==> src/rtl/sgs_pkg.sv <==
package sgs_pkg;

  // Strobes issued by the control to the counter datapath.
  typedef struct packed {
    logic porClr;
    logic porInc;
    logic brkClr;
    logic brkInc;
  } sgsStrobe_t;

endpackage

==> src/rtl/sgs_datapath.sv <==
module sgs_datapath
  import sgs_pkg::*;
#(
  parameter int NUM_SUP   = 3,
  parameter int DEGLITCH  = 4,
  parameter int POR_CYC   = 16,
  parameter int BRAKE_CYC = 8
) (
  input  logic               clk,
  input  logic               rstN,
  input  logic [NUM_SUP-1:0] supRiseOk,
  input  logic [NUM_SUP-1:0] supFallOk,
  input  sgsStrobe_t         strobe,
  output logic               allGood,
  output logic               porDone,
  output logic               brkDone
);

  localparam int DGW = $clog2(DEGLITCH + 1);
  localparam int PW  = $clog2(POR_CYC + 1);
  localparam int BW  = $clog2(BRAKE_CYC + 1);

  logic [NUM_SUP-1:0] supGood;

  // One hysteresis-aware deglitch filter per supply.
  for (genvar g = 0; g < NUM_SUP; g++) begin : g_filt
    logic [DGW-1:0] stableCnt;
    logic           goodQ;
    logic           target;

    // Good supplies watch the lower flag, bad ones the upper flag.
    assign target     = goodQ ? supFallOk[g] : supRiseOk[g];
    assign supGood[g] = goodQ;

    always_ff @(posedge clk or negedge rstN) begin
      if (!rstN) begin
        stableCnt <= '0;
        goodQ     <= 1'b0;
      end else if (target != goodQ) begin
        if (stableCnt == DGW'(DEGLITCH - 1)) begin
          goodQ     <= target;
          stableCnt <= '0;
        end else begin
          stableCnt <= stableCnt + DGW'(1);
        end
      end else begin
        stableCnt <= '0;
      end
    end
  end

  assign allGood = &supGood;

  logic [PW-1:0] porCnt;
  logic [BW-1:0] brkCnt;

  always_ff @(posedge clk or negedge rstN) begin
    if (!rstN)              porCnt <= '0;
    else if (strobe.porClr) porCnt <= '0;
    else if (strobe.porInc) porCnt <= porCnt + PW'(1);
  end

  always_ff @(posedge clk or negedge rstN) begin
    if (!rstN)              brkCnt <= '0;
    else if (strobe.brkClr) brkCnt <= '0;
    else if (strobe.brkInc) brkCnt <= brkCnt + BW'(1);
  end

  assign porDone = allGood && (porCnt == PW'(POR_CYC - 1));
  assign brkDone = (brkCnt == BW'(BRAKE_CYC - 1));

endmodule

==> src/rtl/sgs_ctrl.sv <==
module sgs_ctrl
  import sgs_pkg::*;
(
  input  logic       clk,
  input  logic       rstN,
  input  logic       allGood,
  input  logic       porDone,
  input  logic       brkDone,
  input  logic       swPark,
  input  logic       swBrake,
  output sgsStrobe_t strobe,
  output logic       rstOut,
  output logic       parkOn,
  output logic       latchEn,
  output logic       brakeOn
);

  logic parkReq;

  // Park is wanted while the system is (or is about to be) held in reset,
  // or on software request.
  assign parkReq = !allGood || !rstOut || swPark;

  always_comb begin
    strobe.porClr = !allGood;
    strobe.porInc = allGood && !rstOut && !porDone;
    strobe.brkClr = !parkReq || brakeOn;
    strobe.brkInc = parkReq && !brakeOn && !brkDone;
  end

  always_ff @(posedge clk or negedge rstN) begin
    if (!rstN) begin
      rstOut  <= 1'b0;
      parkOn  <= 1'b1;
      latchEn <= 1'b0;
      brakeOn <= 1'b0;
    end else begin
      if (!allGood)                 rstOut <= 1'b0;
      else if (porDone && !rstOut)  rstOut <= 1'b1;

      parkOn  <= parkReq;
      latchEn <= !parkReq;

      if (swBrake || (parkReq && !brakeOn && brkDone)) brakeOn <= 1'b1;
      else if (!parkReq)                              brakeOn <= 1'b0;
    end
  end

endmodule

==> src/rtl/supply_guard_seq.sv <==
module supply_guard_seq
  import sgs_pkg::*;
#(
  parameter int NUM_SUP   = 3,
  parameter int DEGLITCH  = 4,
  parameter int POR_CYC   = 16,
  parameter int BRAKE_CYC = 8
) (
  input  logic               clk,
  input  logic               rstN,
  input  logic [NUM_SUP-1:0] supRiseOk,
  input  logic [NUM_SUP-1:0] supFallOk,
  input  logic               swPark,
  input  logic               swBrake,
  output logic               sysRstN,
  output logic               sysRstOdN,
  output logic               latchDrvEn,
  output logic               parkActive,
  output logic               lowSideBrakeEn
);

  sgsStrobe_t strobe;
  logic       allGood;
  logic       porDone;
  logic       brkDone;
  logic       rstOut;

  sgs_datapath #(
    .NUM_SUP  (NUM_SUP),
    .DEGLITCH (DEGLITCH),
    .POR_CYC  (POR_CYC),
    .BRAKE_CYC(BRAKE_CYC)
  ) u_dp (
    .clk      (clk),
    .rstN     (rstN),
    .supRiseOk(supRiseOk),
    .supFallOk(supFallOk),
    .strobe   (strobe),
    .allGood  (allGood),
    .porDone  (porDone),
    .brkDone  (brkDone)
  );

  sgs_ctrl u_ctrl (
    .clk    (clk),
    .rstN   (rstN),
    .allGood(allGood),
    .porDone(porDone),
    .brkDone(brkDone),
    .swPark (swPark),
    .swBrake(swBrake),
    .strobe (strobe),
    .rstOut (rstOut),
    .parkOn (parkActive),
    .latchEn(latchDrvEn),
    .brakeOn(lowSideBrakeEn)
  );

  assign sysRstN   = rstOut;
  assign sysRstOdN = rstOut;

endmodule

==> config.mk <==
export PLATFORM = sky130hd
export DESIGN_NAME = supply_guard_seq
export DESIGN_NICKNAME = d
export VERILOG_FILES = /design/src/rtl/sgs_pkg.sv /design/src/rtl/sgs_datapath.sv /design/src/rtl/sgs_ctrl.sv /design/src/rtl/supply_guard_seq.sv
export SDC_FILE = /design/constraint.sdc
export NUM_CORES = 1
export LEC_CHECK = 0
export CORE_MARGIN = 3
export CORE_UTILIZATION = 57
export CTS_CLUSTER_DIAMETER = 40
export CTS_CLUSTER_SIZE = 10
export DETAILED_ROUTE_END_ITERATION = 16
export GPL_TIMING_DRIVEN = 0
export PLACE_DENSITY_LB_ADDON = 0.25
export SYNTH_ARGS = -nofsm -noshare
export SYNTH_HDL_FRONTEND = slang
export SYNTH_HIERARCHICAL = 1
export SYNTH_SLANG_ARGS = --single-unit
==> constraint.sdc <==
create_clock -name clk -period 3.5 [get_ports clk]
set_input_delay 0.7 -clock clk [delete_from_list [all_inputs] [get_ports clk]]
set_output_delay 0.7 -clock clk [all_outputs]
set_load 0.05 [all_outputs]
==> impl_metrics.json <==
{
  "status": "finished clean",
  "p_leak_nw": 0.640,
  "synth_nets": 119,
  "required_ns": 2.80,
  "power_mw": 0.712,
  "cp_top_family": "buffers and inverters",
  "crit_path_top_delay_cell": "clkdlybuf4s50_1",
  "place_ws_ns": 1.14,
  "fin_ws_ns": 1.15,
  "yosysTopAreaCell": "dfrtp_1",
  "async_flop_share_pct": 100,
  "syn-cell-area_um2": 1200,
  "comb_power_share_pct": 28.9,
  "fin_crit_sh_pct": 67.1,
  "area_delta_synth_final_pct": 16.4,
  "clock_path_buffers": 2,
  "p_sw_share_pct": 31.5,
  "start_util_pct": 64.7,
  "wl_um": 2020,
  "fin_util_pct": 75.4,
  "worstPathArrival_ns": 1.65,
  "seq_area_frac_synth_pct": 52.1,
  "yosysMostFrequentCell": "dfrtp_1",
  "wl_per_cell_um": 13.8,
  "p_sw_mw": 0.224,
  "grt_max_degree": 26,
  "drt_iter0_markers": 6,
  "max-vdd-ir-drop_mv": 0.372,
  "grt_pass1_vias": 812,
  "ant_nets": 0,
  "dp_hpwl_um": 1520,
  "grt.overflow.total": 0,
  "end_kind": "output pin",
  "dieArea_um2": 2700,
  "root_buffer": "clkbuf_4",
  "cts_resized": 0,
  "synth_area_per_cell_um2": 11.7,
  "cp-start-kind": "register",
  "maxCapViolCount": 0,
  "cts_hold_repair.buffers": 0,
  "cts_inserted_buffers": 3,
  "hold_class": "reg2reg",
  "synth_ff_type": "dfrtp_1",
  "place_inst": 142,
  "cpPeakStageDelay_ns": 0.78,
  "antenna_cells": 0,
  "cp_max_fo": 5,
  "gp_congestion": 0.764,
  "final_max_slew_viol_count": 0,
  "route.detailed.drc": 0,
  "ios": 15,
  "cts_tree": "yes",
  "grt_pass1_wl_um": 3500,
  "htreeDepth": 1,
  "dr_total_vias": 810,
  "io_buffers": 14,
  "post-route-min-period_ns": 2.35,
  "max_slew_margin_pct": 28.2,
  "setup_tns_ns": 0,
  "powerDensity_nw_per_um2": 508,
  "synth_area_leaders": "dfrtp_1 (50%), ha_1 (6.2%), nor2b_1 (4.2%), nor2_1 (3.7%), nor4bb_1 (3.3%)",
  "antenna_found_initial": 0,
  "cts_sinks": 25,
  "post_cts_buffers": 0,
  "die_h_um": 51.9,
  "row_count": 15,
  "clkLatencyLatePin_ns": 0.31,
  "seqPwrFrac_pct": 53.6,
  "synth_top_area_share_pct": 49.9,
  "path_class": "reg2out",
  "grt_usage_pct": 18.1,
  "num-fill-cells": 115,
  "p_int_mw": 0.487,
  "timing.fmax_mhz": 426,
  "post_layout_nonfiller_instances": 146,
  "hold_viol_final": 0,
  "p_clk_share_pct": 17.5,
  "setup_viol": 0,
  "finalClockSkew_ns": 0.0103,
  "fin_nets": 138,
  "path_cells": "buf_4, clkdlybuf4s50_1",
  "worstMarginPinSlew_ns": 1.07,
  "core_um2": 1860,
  "path_buf_inv": 2,
  "die_x_um": 51.9,
  "synth_cell_types": 31,
  "drive_above_1_share_pct": 12.4,
  "rsz0062_at_grt": "false",
  "first_pass_iters": 4,
  "viasPerCell": 5.55,
  "synth_edf_count": 0,
  "yosys-top-cells-count": "dfrtp_1 (24), nor2_1 (12), nor2b_1 (8)",
  "ys_warn_count": 6,
  "ys_ff_latch": 25,
  "synthCells": 103,
  "clkTransAtPathRegs_ns": 0.13
}
[flip-flops by register name, indices dropped and copies added (netlist names)]
register	flops
u_ctrl/rstOut	1
u_dp/g_filt.stableCnt	9
u_dp/g_filt.goodQ	3
u_dp/porCnt	5
u_ctrl/parkOn	1
u_ctrl/latchEn	1
u_ctrl/brakeOn	1
u_dp/brkCnt	4
[metrics by stage]
| step | instance area (um^2) | hold slack, ns |
|---|---|---|
| floorplan | 1200 | 0.404 |
| global placement | 1370 | 0.430 |
| detailed placement | 1370 | 0.438 |
| CTS | 1400 | 0.455 |
| global route | 1400 | 0.484 |
| finish | 1400 | 0.449 |
[kinds of logic (layout without fill, tap and decap cells)]
kind of cell	Yosys count	count (layout)	synth area share, %
multiplexers	4	4	3.85
AO/OA/AOI/OAI	12	12	8.85
buffers and inverters	8	26	3.75
AND/OR/NAND/NOR	46	46	23.7
XOR/XNOR	2	2	1.46
flip-flops	25	25	52.1
adder cells (fa/ha/maj)	6	6	6.24
[cell usage in the layout, fill, tap and decap left out, drive strengths merged, types with 3 or more instances in the layout]
cell type,instances
a21oi,3
a2bb2oi,3
and3b,4
buf,3
clkbuf,4
clkdlybuf4s50,14
dfrtp,24
ha,6
inv,5
nand2,3
nor2,13
nor2b,8
nor4bb,4
[power by group through the flow]
stage / clock (mW) / combinational, mW / sequential, mW
floorplan: 0 / 0.151 / 0.376
global placement: 0 / 0.185 / 0.385
detailed placement: 0 / 0.205 / 0.387
CTS: 0.130 / 0.205 / 0.382
global route: 0.144 / 0.227 / 0.388
finish: 0.125 / 0.206 / 0.381
[worst paths after layout]
kind / startpoint / to / slack, ns / cells past startpoint
setup / recovery: u_ctrl/rstOut$_DFFE_PN0P_ / sysRstOdN / 1.15 / 2
hold / removal: u_dp/g_filt[1].stableCnt[0]$_DFF_PN0_ / u_dp/g_filt[1].stableCnt[0]$_DFF_PN0_ / 0.45 / 1
setup reg to reg: u_dp/porCnt[0]$_DFFE_PN0P_ / u_dp/porCnt[3]$_DFFE_PN0P_ / 1.54 / 8
hold reg to reg: u_dp/g_filt[1].stableCnt[0]$_DFF_PN0_ / u_dp/g_filt[1].stableCnt[0]$_DFF_PN0_ / 0.45 / 1
max in group asynchronous: rstN / u_dp/g_filt[2].stableCnt[0]$_DFF_PN0_ / 1.90 / 1
min in group asynchronous: rstN / u_dp/brkCnt[3]$_DFFE_PN0P_ / 0.95 / 1
[layer usage]
layer  part of all wire (%)  track usage (%)
met1                     44             20.2
met2                     50             32.2
met5                      0                0
met3                    3.9             5.16
met4                    1.4             6.55
[layout make-up]
cell class / instances / area [um^2] / share of cell area (%)
inverters: 5 / 18.8 / 1.34
plain buffers: 3 / 26.3 / 1.88
well taps: 25 / 31.3 / 2.23
multi-input cells: 70 / 531 / 37.9
flip-flops and latches: 25 / 627 / 44.8
repair buffers: 14 / 140 / 10.0
clock buffers: 4 / 26.3 / 1.88
Note: power is estimated with default switching activity, not from simulation.
